[src/rtl/freq_plan_pkg.sv]
// Shared widths, settings records and safe values for the strap decoder.
// Assumes a single clock domain after the strap synchronizer.
package freq_plan_pkg;
    localparam int IN_W  = 4;
    localparam int OUT_W = 6;
    localparam int R_W   = 14;
    localparam int N_W   = 20;
    localparam int CP_W  = 8;
    localparam int P0_W  = 4;
    localparam int PO_W  = 10;

    localparam int LOW_BW_N_MIN = 16384;

    localparam logic [R_W-1:0]  SAFE_R  = R_W'(1);
    localparam logic [N_W-1:0]  SAFE_N  = N_W'(32);
    localparam logic [CP_W-1:0] SAFE_CP = '0;
    localparam logic [P0_W-1:0] SAFE_P0 = P0_W'(11);
    localparam logic [PO_W-1:0] SAFE_PO = PO_W'(1023);

    typedef struct packed {
        logic           div5;
        logic           dbl;
        logic [R_W-1:0] r;
    } ref_cfg_t;

    typedef struct packed {
        logic [N_W-1:0]  n;
        logic [CP_W-1:0] cp;
    } fb_cfg_t;

    typedef struct packed {
        logic [P0_W-1:0] p0;
        logic [PO_W-1:0] p1;
        logic [PO_W-1:0] p2;
    } out_cfg_t;
endpackage

[src/rtl/strap_sync.sv]
// Multi-stage synchronizer for static strap pins.
// Assumes straps are quasi-static; bits are synchronized independently.
// No reset: the chain is flushed by holding reset for at least STAGES cycles.
module strap_sync #(
    parameter int W      = 4,
    parameter int STAGES = 2
) (
    input  logic         clk,
    input  logic [W-1:0] d,
    output logic [W-1:0] q
);
    logic [W-1:0] chain [STAGES];

    generate
        for (genvar s = 0; s < STAGES; s++) begin : g_stage
            if (s == 0) begin : g_first
                // First stage samples the asynchronous pins
                always_ff @(posedge clk) chain[0] <= d;
            end else begin : g_next
                // Later stages resolve metastability
                always_ff @(posedge clk) chain[s] <= chain[s-1];
            end
        end
    endgenerate

    assign q = chain[STAGES-1];
endmodule

[src/rtl/ref_path_decode.sv]
// Maps the input-select code to divide-by-5, doubler and R settings.
// Code 0 is unused and reported as not ok.
module ref_path_decode
    import freq_plan_pkg::*;
(
    input  logic [IN_W-1:0] in_code,
    output ref_cfg_t        cfg,
    output logic            ok
);
    // Table lookup of the reference path settings
    always_comb begin
        ok  = 1'b1;
        cfg = '{div5: 1'b0, dbl: 1'b0, r: SAFE_R};
        case (in_code)
            4'd1:  cfg = '{1'b0, 1'b1, R_W'(1)};
            4'd2:  cfg = '{1'b0, 1'b0, R_W'(96)};
            4'd3:  cfg = '{1'b0, 1'b0, R_W'(128)};
            4'd4:  cfg = '{1'b0, 1'b0, R_W'(1024)};
            4'd5:  cfg = '{1'b0, 1'b0, R_W'(1215)};
            4'd6:  cfg = '{1'b0, 1'b1, R_W'(3125)};
            4'd7:  cfg = '{1'b0, 1'b0, R_W'(2430)};
            4'd8:  cfg = '{1'b0, 1'b0, R_W'(3840)};
            4'd9:  cfg = '{1'b0, 1'b0, R_W'(4860)};
            4'd10: cfg = '{1'b0, 1'b0, R_W'(7680)};
            4'd11: cfg = '{1'b1, 1'b1, R_W'(3125)};
            4'd12: cfg = '{1'b0, 1'b1, R_W'(193)};
            4'd13: cfg = '{1'b0, 1'b0, R_W'(59)};
            4'd14: cfg = '{1'b0, 1'b0, R_W'(16)};
            4'd15: cfg = '{1'b0, 1'b0, R_W'(5000)};
            default: ok = 1'b0;
        endcase
    end
endmodule

[src/rtl/out_path_decode.sv]
// Maps the output-select code to P0, P1 and P2.
// Codes 1..21 enumerate ordered divider pairs from a six-entry list;
// the rest come from a fixed table. Codes 0 and 52..62 are not ok.
module out_path_decode
    import freq_plan_pkg::*;
#(
    parameter int PAIR_LIST_LEN = 6
) (
    input  logic [OUT_W-1:0] out_code,
    output out_cfg_t         cfg,
    output logic             ok
);
    localparam int PAIR_CODES = PAIR_LIST_LEN * (PAIR_LIST_LEN + 1) / 2;

    function automatic logic [PO_W-1:0] pair_div(input int idx);
        case (idx)
            0:       pair_div = PO_W'(3);
            1:       pair_div = PO_W'(6);
            2:       pair_div = PO_W'(12);
            3:       pair_div = PO_W'(45);
            4:       pair_div = PO_W'(360);
            default: pair_div = PO_W'(480);
        endcase
    endfunction

    out_cfg_t pair_cfg;

    // Enumerate (a<=b) pairs and pick the one the code counts to
    always_comb begin
        int cnt;
        cnt      = 0;
        pair_cfg = '{p0: P0_W'(5), p1: SAFE_PO, p2: SAFE_PO};
        for (int i = 0; i < PAIR_LIST_LEN; i++) begin
            for (int j = 0; j < PAIR_LIST_LEN; j++) begin
                if (j >= i) begin
                    cnt = cnt + 1;
                    if (cnt == int'(out_code)) begin
                        pair_cfg.p1 = pair_div(i);
                        pair_cfg.p2 = pair_div(j);
                    end
                end
            end
        end
    end

    // Select between the pair enumeration and the fixed table
    always_comb begin
        ok  = 1'b1;
        cfg = '{p0: SAFE_P0, p1: SAFE_PO, p2: SAFE_PO};
        if (out_code != '0 && int'(out_code) <= PAIR_CODES) begin
            cfg = pair_cfg;
        end else begin
            case (out_code)
                6'd22: cfg = '{4'd6, 10'd4,   10'd4};
                6'd23: cfg = '{4'd6, 10'd4,   10'd5};
                6'd24: cfg = '{4'd6, 10'd4,   10'd25};
                6'd25: cfg = '{4'd6, 10'd5,   10'd5};
                6'd26: cfg = '{4'd6, 10'd5,   10'd25};
                6'd27: cfg = '{4'd6, 10'd25,  10'd25};
                6'd28: cfg = '{4'd6, 10'd4,   10'd4};
                6'd29: cfg = '{4'd6, 10'd4,   10'd8};
                6'd30: cfg = '{4'd6, 10'd4,   10'd32};
                6'd31: cfg = '{4'd6, 10'd8,   10'd8};
                6'd32: cfg = '{4'd6, 10'd8,   10'd32};
                6'd33: cfg = '{4'd6, 10'd32,  10'd32};
                6'd34: cfg = '{4'd6, 10'd4,   10'd4};
                6'd35: cfg = '{4'd6, 10'd4,   10'd5};
                6'd36: cfg = '{4'd6, 10'd4,   10'd10};
                6'd37: cfg = '{4'd6, 10'd4,   10'd300};
                6'd38: cfg = '{4'd6, 10'd4,   10'd400};
                6'd39: cfg = '{4'd6, 10'd6,   10'd6};
                6'd40: cfg = '{4'd6, 10'd6,   10'd12};
                6'd41: cfg = '{4'd6, 10'd6,   10'd24};
                6'd42: cfg = '{4'd6, 10'd12,  10'd12};
                6'd43: cfg = '{4'd6, 10'd12,  10'd24};
                6'd44: cfg = '{4'd6, 10'd400, 10'd400};
                6'd45: cfg = '{4'd6, 10'd1,   10'd1};
                6'd46: cfg = '{4'd6, 10'd1,   10'd2};
                6'd47: cfg = '{4'd6, 10'd1,   10'd4};
                6'd48: cfg = '{4'd6, 10'd2,   10'd2};
                6'd49: cfg = '{4'd6, 10'd2,   10'd4};
                6'd50: cfg = '{4'd6, 10'd4,   10'd4};
                6'd51: cfg = '{4'd6, 10'd1,   10'd1};
                6'd63: cfg = '{4'd5, 10'd6,   10'd30};
                default: ok = 1'b0;
            endcase
        end
    end
endmodule

[src/rtl/fb_path_decode.sv]
// Chooses N and the charge-pump code from the (input group, output range)
// pair. Also owns the cross-legality rule: a pair with no defined N is
// reported as not ok.
module fb_path_decode
    import freq_plan_pkg::*;
(
    input  logic [IN_W-1:0]  in_code,
    input  logic [OUT_W-1:0] out_code,
    output fb_cfg_t          cfg,
    output logic             ok
);
    logic [2:0] range_idx;   // 0..5 defined ranges, 7 = outside
    logic       std_group;   // inputs 1..12
    logic       hi_group;    // input 15

    // Classify the output code into its feedback range
    always_comb begin
        if (out_code >= 6'd1 && out_code <= 6'd21)       range_idx = 3'd0;
        else if (out_code >= 6'd22 && out_code <= 6'd27) range_idx = 3'd1;
        else if (out_code >= 6'd28 && out_code <= 6'd33) range_idx = 3'd2;
        else if (out_code >= 6'd34 && out_code <= 6'd38) range_idx = 3'd3;
        else if (out_code >= 6'd39 && out_code <= 6'd43) range_idx = 3'd4;
        else if (out_code == 6'd44)                      range_idx = 3'd5;
        else                                             range_idx = 3'd7;
    end

    assign std_group = (in_code >= 4'd1) && (in_code <= 4'd12);
    assign hi_group  = (in_code == 4'd15);

    // Look up N and CP for the pair, or flag it as undefined
    always_comb begin
        ok  = 1'b0;
        cfg = '{n: SAFE_N, cp: SAFE_CP};
        if ((std_group || hi_group) && range_idx != 3'd7) begin
            ok = 1'b1;
            cfg.cp = hi_group ? CP_W'(145) : CP_W'(121);
            case (range_idx)
                3'd0:    cfg.n = hi_group ? N_W'(276480) : N_W'(230400);
                3'd1:    cfg.n = hi_group ? N_W'(281250) : N_W'(234375);
                3'd2:    cfg.n = hi_group ? N_W'(279936) : N_W'(233280);
                3'd3:    cfg.n = hi_group ? N_W'(276480) : N_W'(230400);
                3'd4:    cfg.n = hi_group ? N_W'(270000) : N_W'(225000);
                default: cfg.n = hi_group ? N_W'(277920) : N_W'(231600);
            endcase
        end else if (in_code == 4'd13 && out_code >= 6'd45 && out_code <= 6'd50) begin
            ok  = 1'b1;
            cfg = '{n: N_W'(1512), cp: CP_W'(255)};
        end else if (in_code == 4'd14 && out_code == 6'd51) begin
            ok  = 1'b1;
            cfg = '{n: N_W'(768), cp: CP_W'(121)};
        end else if (in_code == 4'd14 && out_code == 6'd63) begin
            ok  = 1'b1;
            cfg = '{n: N_W'(2400), cp: CP_W'(121)};
        end
    end
endmodule

[src/rtl/freq_plan_decoder.sv]
// Top level: synchronizes the straps, captures them once after reset,
// decodes the captured pair and registers the full divider plan with
// valid/error flags. Assumes reset is held for at least SYNC_STAGES cycles
// so the synchronizer holds current strap values at release.
module freq_plan_decoder
    import freq_plan_pkg::*;
#(
    parameter int SYNC_STAGES = 2,
    parameter int LOW_BW_MIN  = LOW_BW_N_MIN
) (
    input  logic              clk,
    input  logic              rst_n,
    input  logic [IN_W-1:0]   strap_in,
    input  logic [OUT_W-1:0]  strap_out,
    output logic              ref_div5_en,
    output logic              ref_dbl_en,
    output logic [R_W-1:0]    r_div,
    output logic [N_W-1:0]    n_div,
    output logic [CP_W-1:0]   cp_code,
    output logic [P0_W-1:0]   p0_div,
    output logic [PO_W-1:0]   p1_div,
    output logic [PO_W-1:0]   p2_div,
    output logic              bw_low,
    output logic              config_valid,
    output logic              config_error
);
    localparam int STRAP_W = IN_W + OUT_W;

    logic [STRAP_W-1:0] strap_sync_q;
    logic               captured;
    logic [IN_W-1:0]    in_lat;
    logic [OUT_W-1:0]   out_lat;
    ref_cfg_t           ref_cfg;
    fb_cfg_t            fb_cfg;
    out_cfg_t           out_cfg;
    logic               ref_ok, fb_ok, out_ok, legal;

    strap_sync #(.W(STRAP_W), .STAGES(SYNC_STAGES)) u_sync (
        .clk (clk),
        .d   ({strap_in, strap_out}),
        .q   (strap_sync_q)
    );

    // Capture synchronized straps once, on the first cycle out of reset
    always_ff @(posedge clk) begin
        if (!rst_n) begin
            captured <= 1'b0;
            in_lat   <= '1;
            out_lat  <= '1;
        end else if (!captured) begin
            captured <= 1'b1;
            in_lat   <= strap_sync_q[STRAP_W-1 -: IN_W];
            out_lat  <= strap_sync_q[OUT_W-1:0];
        end
    end

    ref_path_decode u_ref (.in_code(in_lat), .cfg(ref_cfg), .ok(ref_ok));
    out_path_decode u_out (.out_code(out_lat), .cfg(out_cfg), .ok(out_ok));
    fb_path_decode  u_fb  (.in_code(in_lat), .out_code(out_lat),
                           .cfg(fb_cfg), .ok(fb_ok));

    assign legal = ref_ok && out_ok && fb_ok;

    // Register the plan, or the safe values when the pair is illegal
    always_ff @(posedge clk) begin
        if (!rst_n || (captured && !legal)) begin
            ref_div5_en  <= 1'b0;
            ref_dbl_en   <= 1'b0;
            r_div        <= SAFE_R;
            n_div        <= SAFE_N;
            cp_code      <= SAFE_CP;
            p0_div       <= SAFE_P0;
            p1_div       <= SAFE_PO;
            p2_div       <= SAFE_PO;
            bw_low       <= 1'b0;
            config_valid <= 1'b0;
            config_error <= rst_n;
        end else if (captured) begin
            ref_div5_en  <= ref_cfg.div5;
            ref_dbl_en   <= ref_cfg.dbl;
            r_div        <= ref_cfg.r;
            n_div        <= fb_cfg.n;
            cp_code      <= fb_cfg.cp;
            p0_div       <= out_cfg.p0;
            p1_div       <= out_cfg.p1;
            p2_div       <= out_cfg.p2;
            bw_low       <= (fb_cfg.n >= N_W'(LOW_BW_MIN));
            config_valid <= 1'b1;
            config_error <= 1'b0;
        end
    end
endmodule

[config.mk]
export PLATFORM = sky130hd
export DESIGN_NAME = freq_plan_decoder
export DESIGN_NICKNAME = d
export VERILOG_FILES = /design/src/rtl/freq_plan_pkg.sv /design/src/rtl/strap_sync.sv /design/src/rtl/ref_path_decode.sv /design/src/rtl/out_path_decode.sv /design/src/rtl/fb_path_decode.sv /design/src/rtl/freq_plan_decoder.sv
export SDC_FILE = /design/constraint.sdc
export NUM_CORES = 1
export LEC_CHECK = 0
export BUFFER_PORTS_ARGS = -buffer_cell sky130_fd_sc_hd__buf_2
export CAP_MARGIN = 15
export CORE_UTILIZATION = 45
export CTS_CLUSTER_SIZE = 40
export DETAILED_ROUTE_END_ITERATION = 10
export PLACE_DENSITY = 0.68
export SLEW_MARGIN = 30
export SYNTH_ARGS = -nofsm -noshare
export SYNTH_HDL_FRONTEND = slang
export SYNTH_HIERARCHICAL = 1
export SYNTH_SLANG_ARGS = --single-unit
[constraint.sdc]
create_clock -name clk -period 2.07 [get_ports clk]
set_input_delay 0.207 -clock clk [delete_from_list [all_inputs] [get_ports clk]]
set_output_delay 0.207 -clock clk [all_outputs]
set_load 0.02 [all_outputs]
==> impl_results.md <==
- Slowest-stage cell, CP: or4_4
- Crit path buf inv count: 2
- FMAX: slightly below 0.5 GHz
- Syn_area_per_cell: between 8 and 9 sq um
- GR Util met2: 35.7%
- Number of synthesized flops with an enable pin: 1
- Met3 Use GR: under 10%
- Chip height: 114 microns
- RSZ-0062 raised after global routing: true
- Root buffer cell: clkbuf_16
- Fill count: 1143
- # rows: 40
- Syn nets: 682
- DPL Wire Length: roughly 10000 microns
- Worst Path Arrival: between 2000 and 2500 ps
- CP Class: reg2reg
- Yosys warning total: 6
- VDD IR max: 0.000411 V
- Syn-to-layout area delta: 21.3%
- Register clock-pin slew on the reported worst setup and hold paths: ~80 ps
- Most used routing layer: met2
- Critical path's most frequent cell: o211ai_4
- Violated checks: negative setup slack
- Most common cell after layout, fill and taps aside: dfxtp_1
- Die footprint: 12900 sq um
- First-pass DRT Iterations: 5
- Final Setup Violations: 4
- Total CTS buffers: 9
- Initial antenna violation count: 0
- Setup TNS: -12.3 ps
- Vias: about 5000
- H-tree levels: 3
- Area contributors post-synth: dfxtp_1 36%, mux2i_1 14%, nand2_1 5.3%
- Final WS setup: -5.67 ps
- Nets: around 760
- Startpoint class of the critical path: register
- Post-Synthesis Cells: 670
- Worst Hold Class: in2reg
- CP Capture Type: register
- Port Buf Inserts: just over 80
- Die Wd: between 100 and 150 microns
- # IOs: 83
- Routability cong.: 0.903
- Starting Density: a little under half
- Cell Count, Final, Fillers Out: 919
- Drt wl/cell: approximately 16 microns
- Share of cells above drive strength 1: 25.3%
- Drc violations: 0
- GRT Util Overall: a little under a quarter
- Status: finished with violations
- First-pass GRT wire length: ~23000 microns
- Largest net degree at the start of global routing: 49
- Most frequent cells in the layout: 92 x dfxtp_1, 82 x buf_2, 81 x mux2i_1, 79 x nand2_1, 73 x nor2_1
- Drt via density: between 5 and 6
- CP top delay family: simple AND/OR/NAND/NOR gates
- Met1 GRT Util: 29.9%
- Mapped Area: approximately 5600 sq um
- Power per standard cell area: between 700 and 800 nW/um^2
- Clock buffer depth: 2
- Minimum clock period: ~2100 ps
- Worst slack, placed: -21.7 ps
- #FFs+latches synth: 102
- Clock sink count: ~100
- Main synth FF type: dfxtp_1
- Fin crit share: 100%
- Total Routed Length: around 15000 microns
- Worst Clk Skew: around 11 ps
- Top-area cell type share of the netlist area: 36.0%
- CTS tree: done
- Finished layout cell area: approximately 6800 sq um
- Placed instance count: a little under 900
- Final Core Density: 56.3%
- Crit-path cells: or4_4 -> o21a_4 -> o211ai_4 -> o211ai_4 -> and4_4 -> nor2_4 -> buf_12 -> clkbuf_16 -> nor2_1
- Iter 0 DRT Violations: 380
- Diodes inserted: 0
- Final Max Slew Viols: 0
- Clock latency on the worst-skew pair: 360 ps
- Seq/Total Area, Yosys: 36.5%
- Worst EP required: 2320 ps
- CORE AREA: around 12000 sq um
- Final Hold Viols: 0
- DP Area: just over 6000 sq um
- CP max FO: 7
- Post-synth ARST share: 0%
- GR Overflow Total: 0
- ANT nets after route: 0
- Max incr delay on CP: roughly 530 ps
- Count of different cell masters after synthesis: 80
- Vias in the first global route: 4746
- Max Cap Viol: 0
- Yosys top cell by area: dfxtp_1
- LEAKAGE: 3.05 nW
flip-flops by register name, indices dropped and copies added, names as in the netlist:
signal and count:
config_error 1, cp_code 8, p1_div 10, p2_div 10
config_valid 1, r_div 14, in_lat 4, u_sync/chain 20
captured 1, out_lat 6, ref_dbl_en 1, ref_div5_en 1
p0_div 4, n_div 20, bw_low 1
worst register-to-register path: stages (launching register included):
cell and delay, ps:
dfxtp_2 330, or4_4 530, o21a_4 150, o211ai_4 190, o211ai_4 100, and4_4 190, nor2_4 130, buf_12 150
clkbuf_16 160, nor2_1 50
path summary, 6_finish.rpt:
check / cells past startpoint / slack [ps] / startpoint / to
max: 9 / -6 / in_lat[3] / n_div[1]
max reg2reg: 9 / -6 / in_lat[3] / n_div[1]
min: 1 / 120 / rst_n / captured
min reg2reg: 0 / 330 / u_sync/chain[0][0] / u_sync/chain[0][10]
cell usage after synthesis, types with 3 or more instances:
cell type	count
a211oi_1	5
a21o_1	5
a21oi_1	36
a22oi_1	3
a31o_1	3
a31oi_1	8
a32oi_1	5
and2_1	5
buf_2	37
buf_4	24
clkbuf_1	14
dfxtp_1	101
inv_1	7
mux2i_1	81
nand2_1	79
nand2b_1	12
nand3_1	11
nand3b_1	3
nor2_1	76
nor2b_1	11
nor3_1	7
nor4_1	3
o211ai_1	6
o21ai_0	30
o21ai_1	4
o221ai_1	4
o22ai_1	10
o2bb2ai_1	3
or2_1	4
or3b_1	4
xnor2_1	3
stage by stage:
step                hold slack (ps)  power, mW
CTS                             121       4.92
finish                          122       4.96
detailed placement              312       3.24
global placement                309       3.23
floorplan                       235       2.98
global route                    120       5.20
where the power goes:
| part | internal (mW) | total (mW) | switching [mW] |
|---|---|---|---|
| clock | 0.870 | 1.67 | 0.795 |
| combinational | 0.499 | 1.17 | 0.670 |
| sequential | 2.07 | 2.12 | 0.0596 |
routing by layer:
layer	share of wire [%]	vias up
met2	48	149
met3	5.2	30
met1	44	2421
met4	2.7	0
met5	0	-
li1	-	2492
cell families after synthesis:
logic type / Yosys count / share of synthesized area, %
mux: 81 / 14.4
simple gates: 235 / 20.0
flops: 102 / 36.5
xor+xnor: 5 / 0.913
compound gates: 156 / 19.4
buf+inv: 89 / 8.63
other cells: 2 / 0.134
layout make-up:
class | count | area, sq um | area share, %
multi-input combinational | 479 | 3150 | 46.2
inverter | 10 | 37.5 | 0.550
sequential | 102 | 2070 | 30.4
clock inverter | 6 | 51.3 | 0.752
clock buffer | 10 | 239 | 3.50
tap | 168 | 210 | 3.08
timing repair buffer | 144 | 1060 | 15.5
what timing repair did:
item,in CTS,in global routing
endpoints found under the setup margin,1,69
setup buffers,0,3
hold buffers,10,0
resized for setup,1,27
pin swaps,0,6
gates cloned,0,3
endpoints found under the hold margin,10,0
Power figures use the tool's default switching activity.
